File: config.mk
export PLATFORM = sky130hd
export DESIGN_NAME = adc_single_ctrl
export DESIGN_NICKNAME = d
export VERILOG_FILES = /design/src/rtl/adc_single_ctrl.sv
export SDC_FILE = /design/constraint.sdc
export NUM_CORES = 1
export LEC_CHECK = 0
export BUFFER_PORTS_ARGS = -buffer_cell sky130_fd_sc_hd__buf_2
export CAP_MARGIN = 20
export CORE_ASPECT_RATIO = 1.25
export CORE_MARGIN = 2
export CORE_UTILIZATION = 51
export DETAILED_ROUTE_END_ITERATION = 10
export PLACE_DENSITY_LB_ADDON = 0.25
export SLEW_MARGIN = 40
export SYNTH_ARGS = -nofsm -noshare
export SYNTH_HDL_FRONTEND = slang
export SYNTH_SLANG_ARGS = --single-unit
File: constraint.sdc
create_clock -name clk -period 3.5 [get_ports clk]
set_input_delay 0 -clock clk [delete_from_list [all_inputs] [get_ports clk]]
set_output_delay 0 -clock clk [all_outputs]
set_load 0.02 [all_outputs]
File: src/rtl/adc_single_ctrl.sv
module adc_single_ctrl #(
  parameter int SYNC_STAGES = 2
) (
  input  logic       clk,
  input  logic       rst_n,
  input  logic       wr_en,
  input  logic [7:0] wr_data,
  output logic [7:0] rd_data,
  input  logic [3:0] hw_trig,
  input  logic       cmp_mode,
  input  logic       conv_done,
  output logic       conv_start,
  output logic       conv_stop,
  output logic       irq_req,
  output logic       dma_req
);

  logic       sel_hi, sel_lo, src_hw, route_dma, cmpl, busy;
  logic [3:0] stg [SYNC_STAGES];
  logic [3:0] trig_prev;
  logic [3:0] trig_rise;
  logic       sw_go, stop_go, hw_go, go, done_ok;

  always_ff @(posedge clk or negedge rst_n) begin
    if (!rst_n) begin
      for (int i = 0; i < SYNC_STAGES; i++) stg[i] <= '0;
      trig_prev <= '0;
    end else begin
      stg[0] <= hw_trig;
      for (int i = 1; i < SYNC_STAGES; i++) stg[i] <= stg[i-1];
      trig_prev <= stg[SYNC_STAGES-1];
    end
  end

  assign trig_rise = stg[SYNC_STAGES-1] & ~trig_prev;

  assign stop_go = wr_en & wr_data[1];
  assign sw_go   = wr_en & wr_data[0];
  assign hw_go   = src_hw & ~cmp_mode & trig_rise[{sel_hi, sel_lo}];
  assign go      = ~busy & ~stop_go & (sw_go | hw_go);
  assign done_ok = busy & conv_done;

  always_ff @(posedge clk or negedge rst_n) begin
    if (!rst_n) begin
      sel_hi <= 1'b0; sel_lo <= 1'b0; src_hw <= 1'b0; route_dma <= 1'b0;
    end else if (wr_en) begin
      sel_hi    <= wr_data[7];
      sel_lo    <= wr_data[5];
      src_hw    <= wr_data[4];
      route_dma <= wr_data[3];
    end
  end

  always_ff @(posedge clk or negedge rst_n) begin
    if (!rst_n) begin
      busy       <= 1'b0;
      cmpl       <= 1'b1;
      conv_start <= 1'b0;
      conv_stop  <= 1'b0;
      irq_req    <= 1'b0;
      dma_req    <= 1'b0;
    end else begin
      conv_start <= go;
      conv_stop  <= stop_go;
      irq_req    <= done_ok & ~route_dma;
      dma_req    <= done_ok & route_dma;
      if (go) busy <= 1'b1;
      else if (stop_go || done_ok) busy <= 1'b0;
      if (go) cmpl <= 1'b0;
      else if (done_ok || conv_stop) cmpl <= 1'b1;
    end
  end

  assign rd_data = {sel_hi, 1'b0, sel_lo, src_hw, route_dma, cmpl, 2'b00};

endmodule


==> results of run 1 <==
-- kinds of logic after synthesis --
logic type / synth area share
other cells: 0.00441
compound gates: 0.116
buf+inv: 0.0809
simple gates: 0.0971
mux: 0.0529
flops: 0.649
-- through the flow --
| step | hold slack [ns] | instance area, sq um | std cells | power, mW | util |
|---|---|---|---|---|---|
| finish | 0.0180 | 1100 | 113 | 0.513 | 0.703 |
| global route | 0.00679 | 1100 | 113 | 0.549 | 0.703 |
| CTS | 0.00214 | 1090 | 112 | 0.521 | 0.696 |
| detailed placement | -0.0151 | 931 | 96 | 0.374 | 0.596 |
| global placement | -0.0227 | 931 | 96 | 0.372 | 0.596 |
| floorplan | -0.296 | 858 | 64 | 0.356 | - |
-- report_power, final --
part	switching [mW]	internal (mW)	leakage (nW)
combinational	0.0463	0.0453	0.240
clock	0.0686	0.0634	0.0210
sequential	0.0138	0.276	0.264
-- final timing paths --
check | start | endpoint | slack, ns
worst max-delay path | busy | busy | 1.82
worst min-delay path | wr_data[0] | conv_start | 0.02
worst max register to register | busy | busy | 1.82
worst min register to register | stg[7] | stg[3] | 0.36
max in group asynchronous | rst_n | cmpl | 2.99
min in group asynchronous | rst_n | dma_req | 0.17
-- worst max-delay path: cells and delay by family (launching register included) --
family	cells	cell delay (ns)
flip-flops	1	0.45
buffers and inverters	1	0.56
AO/OA/AOI/OAI	3	0.57
-- what timing repair did --
action | in CTS | in global routing
gates resized for setup | 0 | 0
hold buffers | 12 | 1
setup buffers | 0 | 0
hold endpoints to repair | 34 | 1
-- state kept, by name, indices dropped and copies added, names as in the netlist --
name,flops
conv_stop,1
src_hw,1
route_dma,1
busy,1
trig_prev,4
cmpl,1
conv_start,1
sel_hi,1
dma_req,1
stg,8
irq_req,1
sel_lo,1
-- synthesized netlist by cell type (all sizes together) --
cell type / n / area, sq um
a2bb2oi: 1 / 8.76
buf: 9 / 65.1
inv: 1 / 3.75
o311ai: 1 / 8.76
nor2: 3 / 11.3
conb: 1 / 3.75
and3: 1 / 6.26
nand2: 4 / 15.0
nor2b: 3 / 18.8
mux2: 4 / 45.0
a211o: 1 / 8.76
o221ai: 1 / 15.0
nand2b: 1 / 6.26
a21oi: 3 / 15.0
and3b: 1 / 12.5
dfstp: 1 / 26.3
nor3b: 1 / 12.5
a221o: 1 / 10.0
dfrtp: 21 / 526
a211oi: 1 / 7.51
a2111oi: 2 / 25.0
-- area by class of cell --
class | instances | area share
clock buffers | 4 | 0.0331
multi-input cells | 32 | 0.217
repair buffers | 36 | 0.223
flip-flops and latches | 22 | 0.503
well taps | 18 | 0.0205
inverters | 1 | 0.00342
-- cells in the final DEF, fill, tap and decap left out, types with 3 or more instances in the layout --
cell	instances
nor2b_1	3
buf_2	23
a21oi_1	3
mux2_2	4
clkbuf_4	3
dlygate4sd3_1	13
nand2_1	4
conb_1	3
nor2_1	3
dfrtp_1	21
-- per-layer routing --
metal | up-vias | wire length, microns | GRT usage
met5 | - | 0 | 0
li1 | 273 | - | -
met4 | 0 | 4 | 0.0833
met3 | 2 | 79 | 0.0405
met2 | 19 | 709 | 0.262
met1 | 267 | 495 | 0.200
==> flow_summary_export.csv, run 1 <==
group,metric,value,unit
worst_hold_path,holdPathStages,3,
drt,ant_nets,0,
sta,setup_tns,0,ns
drt,routedWlPerCell,11.4,microns
sta,hold_violations,0,
final_layout,seq_area,552,sq um
run_status,status,"finished, final reports clean",
final_layout,final_nets,113,
worst_setup_path,path_max_fanout,6,
floorplan,start_util,0.545,
sta,fin_crit,1.68,ns
drt,wl,1.29,mm
synthesis,ys_seq_area_frac,0.649,
synthesis,ys_ff_latch,22,
final_layout,multi_input_area,238,sq um
placed_design,numPortBuffers,23,
power,ir_worst_vdd,0.000312,V
floorplan,fp.coreArea,1560,sq um
clock_tree,max-clock-path-buffers,2,
final_layout,syn2layout_area_growth,29.0,%
synthesis,netlist_area,851,sq um
final_layout,nFillCells,108,
clock_tree,cts_sinks,22,
synthesis,synth.distinct_cells,23,
worst_setup_path,startpoint_type,"flop",
sta,setup_ws,1.82,ns
global_route,grtUsageTotal,0.166,
final_layout,drive_gt1_frac,0.379,
clock_tree,numCtsBuffers,3,
sta,final-setup-viol-count,0,
floorplan,dieArea,2010,sq um
drt,drt_iter0_markers,5,
worst_setup_path,critPathKind,"flop to flop",
placed_design,pre_cts_ws,2.16,ns
worst_hold_path,hp-class,"input pin to flop",
sta,slew_violations,0,
global_route,grt_max_degree,23,
sta,clock_skew,0.00376,ns
worst_setup_path,ff2ff_path_depth,4,
final_layout,antenna_cells,0,
sta,fmax,596,MHz
synthesis,synth_warnings,0,
worst_setup_path,required,3.69,ns
global_route,grt_first_pass_wirelength,2.24,mm
drt,remaining_drc_errors,0,
power,p_leak,0.525,nW
synthesis,syn-mean-instance-area,13.7,sq um
worst_setup_path,cpMaxStageDelayCell,"dlygate4sd3_1",
floorplan,ios,29,
floorplan,die_x,40.5,microns
power,power.density,468,nW/um^2
placed_design,place.gp.congestion,0.735,
sta,finalCritPeriodShare,0.480,
clock_tree,root_buffer,"clkbuf_4",
clock_tree,clkTransAtPathRegs,0.11,ns
worst_setup_path,cp.arrival,1.87,ns
worst_setup_path,path_cells,"a211o_1 > o311ai_1 > a21oi_1 > dlygate4sd3_1",
drt,vias,561,
worst_setup_path,endpoint_kind,"flop",
floorplan,die_height,49.7,microns
drt,viasPerCell,4.96,
global_route,grt_pass1_vias,531,
global_route,grt_antenna_before_repair,0,
clock_tree,tritoncts,"built",
synthesis,postSynthCellCount,62,
sta,rsz0062_at_grt,"false",
drt,firstDrtPassIters,3,
flow_run,maxCapViolations,0,
clock_tree,clock_latency,0.30,ns
clock_tree,h-tree-depth,1,
global_route,overflow,0,
worst_setup_path,cpPeakStageDelay,0.56,ns
floorplan,rows,16,
No activity file was read; power rests on OpenSTA's default activity.
==> run 2: changes to the inputs <==
Settings changed: CORE_UTILIZATION 51 to 42.
Clock period 3.5 ns to 1.47 ns, I/O delays scaled along.
==> run 2 against run 1 <==
Net effect:
- clock skew up 0.00069 ns
- maximum frequency grew 25%
- worst setup slack got worse by 1.7 ns
- first-iteration DRC count up 40%
- combinational power rose by 130%
- count of clock-buffer cells in the layout unchanged
- via count is 0.89% lower
- critical path type unchanged
- highest routed layer unchanged
- non-clock buffer count down 1
- sequential power increased by 140%
- critical path depth is 1 lower
==> flow_summary_export.csv, run 2 (synthesis gave the netlist of run 1 again) <==
group,metric,value,unit
final_layout,layoutNonFillerInstCount,114,
clock_tree,max-clock-path-buffers,2,
worst_setup_path,ff2ff_path_depth,3,
placed_design,place_inst,98,
sta,slew_violations,0,
sta,hold_slack,0.00746,ns
run_status,status,"finished, final reports clean",
drt,wl,1.28,mm
drt,routedWlPerCell,11.2,microns
clock_tree,numCtsBuffers,3,
worst_hold_path,holdPathStages,4,
placed_design,numPortBuffers,23,
drt,vias,556,
clock_tree,tritoncts,"built",
clock_tree,cts_sinks,22,
final_layout,mostFrequentLayoutCell,"buf_2",
worst_setup_path,r2r-end,"conv_start",
final_layout,syn2layout_area_growth,28.1,%
power,design_power_total,1.22,mW
floorplan,dieArea,2400,sq um
worst_hold_path,hold_end,"busy",
drt,remaining_drc_errors,0,
worst_setup_path,critPathKind,"flop to flop",
worst_hold_path,hp-class,"input pin to flop",
floorplan,die_x,44.3,microns
worst_setup_path,r2r_start,"sel_lo",
clock_tree,root_buffer,"clkbuf_4",
sta,final-setup-viol-count,0,
sta,setup_tns,0,ns
worst_setup_path,required,1.64,ns
worst_setup_path,startpoint_type,"flop",
final_layout,largest_reg_flops,8,
final_layout,antenna_cells,0,
clock_tree,post_cts_buffers,0,
sta,fin_crit,1.34,ns
floorplan,fp.coreArea,1940,sq um
final_layout,largestRegisters,"stg x8, trig_prev x4",
drt,drt_iter0_markers,7,
global_route,grt_max_degree,23,
clock_tree,cts_resized,0,
sta,fmax,744,MHz
drt,firstDrtPassIters,3,
clock_tree,clock_latency,0.30,ns
sta,rsz0062_at_grt,"false",
power,power.density,1120,nW/um^2
floorplan,start_util,0.439,
final_layout,drive_gt1_frac,0.383,
sta,clock_skew,0.00445,ns
placed_design,place.gp.congestion,0.788,
worst_setup_path,r2r_setup_slack,0.13,ns
worst_setup_path,endpoint_kind,"flop",
final_layout,final_cell_mix,"buf_2, dfrtp_1, dlygate4sd3_1, nand2_1, mux2_2",
global_route,overflow,0,
sta,setup_ws,0.126,ns
placed_design,pre_cts_ws,0.152,ns
worst_setup_path,cp.arrival,1.52,ns
drt,ant_nets,0,
clock_tree,h-tree-depth,1,
worst_hold_path,min_from,"cmp_mode",
floorplan,die_height,54.3,microns
final_layout,final_nets,112,
flow_run,maxCapViolations,0,
sta,hold_violations,0,
global_route,grt_first_pass_wirelength,2.05,mm
worst_setup_path,path_max_fanout,6,
global_route,grt_pass1_vias,501,
power,ir_worst_vdd,0.000571,V
floorplan,ios,29,
global_route,grt_antenna_before_repair,0,
floorplan,rows,18,
final_layout,top_register,"stg",
sta,finalCritPeriodShare,0.914,
global_route,grtUsageTotal,0.119,
drt,viasPerCell,4.88,
clock_tree,clkTransAtPathRegs,0.12,ns
power,p_leak,0.520,nW
-- run 2: cell count changes in the layout (fill, tap and decap cells not counted) --
cell           change
dlygate4sd3_1      -1
-- run 2: worst max-delay path by stage --
stage,start,to,slack [ns],depth (start not counted)
6_report,sel_lo,conv_start,0.13,3
5_1_grt,sel_lo,conv_start,0.05,3
4_1_cts,sel_lo,conv_start,0.14,3
3_5_place_dp,sel_lo,conv_start,0.15,3
3_3_place_gp,sel_lo,conv_start,0.17,3
2_1_floorplan,sel_lo,conv_start,0.23,3
-- run 2: stage by stage --
| stage | instance area [sq um] | util |
|---|---|---|
| floorplan | 858 | - |
| global placement | 933 | 0.482 |
| detailed placement | 933 | 0.482 |
| CTS | 1090 | 0.563 |
| global route | 1090 | 0.563 |
| finish | 1090 | 0.563 |
-- run 2: repair_timing --
action | CTS | global route
endpoints found under the setup margin | 0 | 0
hold buffers | 12 | 0
endpoints found under the hold margin | 35 | 0
-- run 2: area by class of cell --
type                    count  area [sq um]
flip-flops and latches     22           552
inverters                   1          3.75
fillers                   175           847
clock buffers               4          36.3
multi-input cells          32           238
repair buffers             35           235
well taps                  20          25.0
-- run 2: power breakdown --
group | internal (mW) | switching, mW | total, mW
combinational | 0.101 | 0.110 | 0.210
sequential | 0.657 | 0.0333 | 0.690
clock | 0.151 | 0.170 | 0.321
total | 0.908 | 0.312 | 1.22
-- run 2: metal layers --
layer / GRT usage / part of all wire / vias up
li1: - / - / 274
met1: 0.143 / 0.44 / 262
met3: 0.0198 / 0.054 / 2
met5: 0 / 0 / -
met2: 0.199 / 0.50 / 18
met4: 0.0758 / 0.0078 / 0
-- run 2: worst max-delay path, cell delays in order, from the launching register on --
cell and delay, ns:
dfrtp_1 0.45, and3b_4 0.22, a2111oi_1 0.46, a2111oi_2 0.10
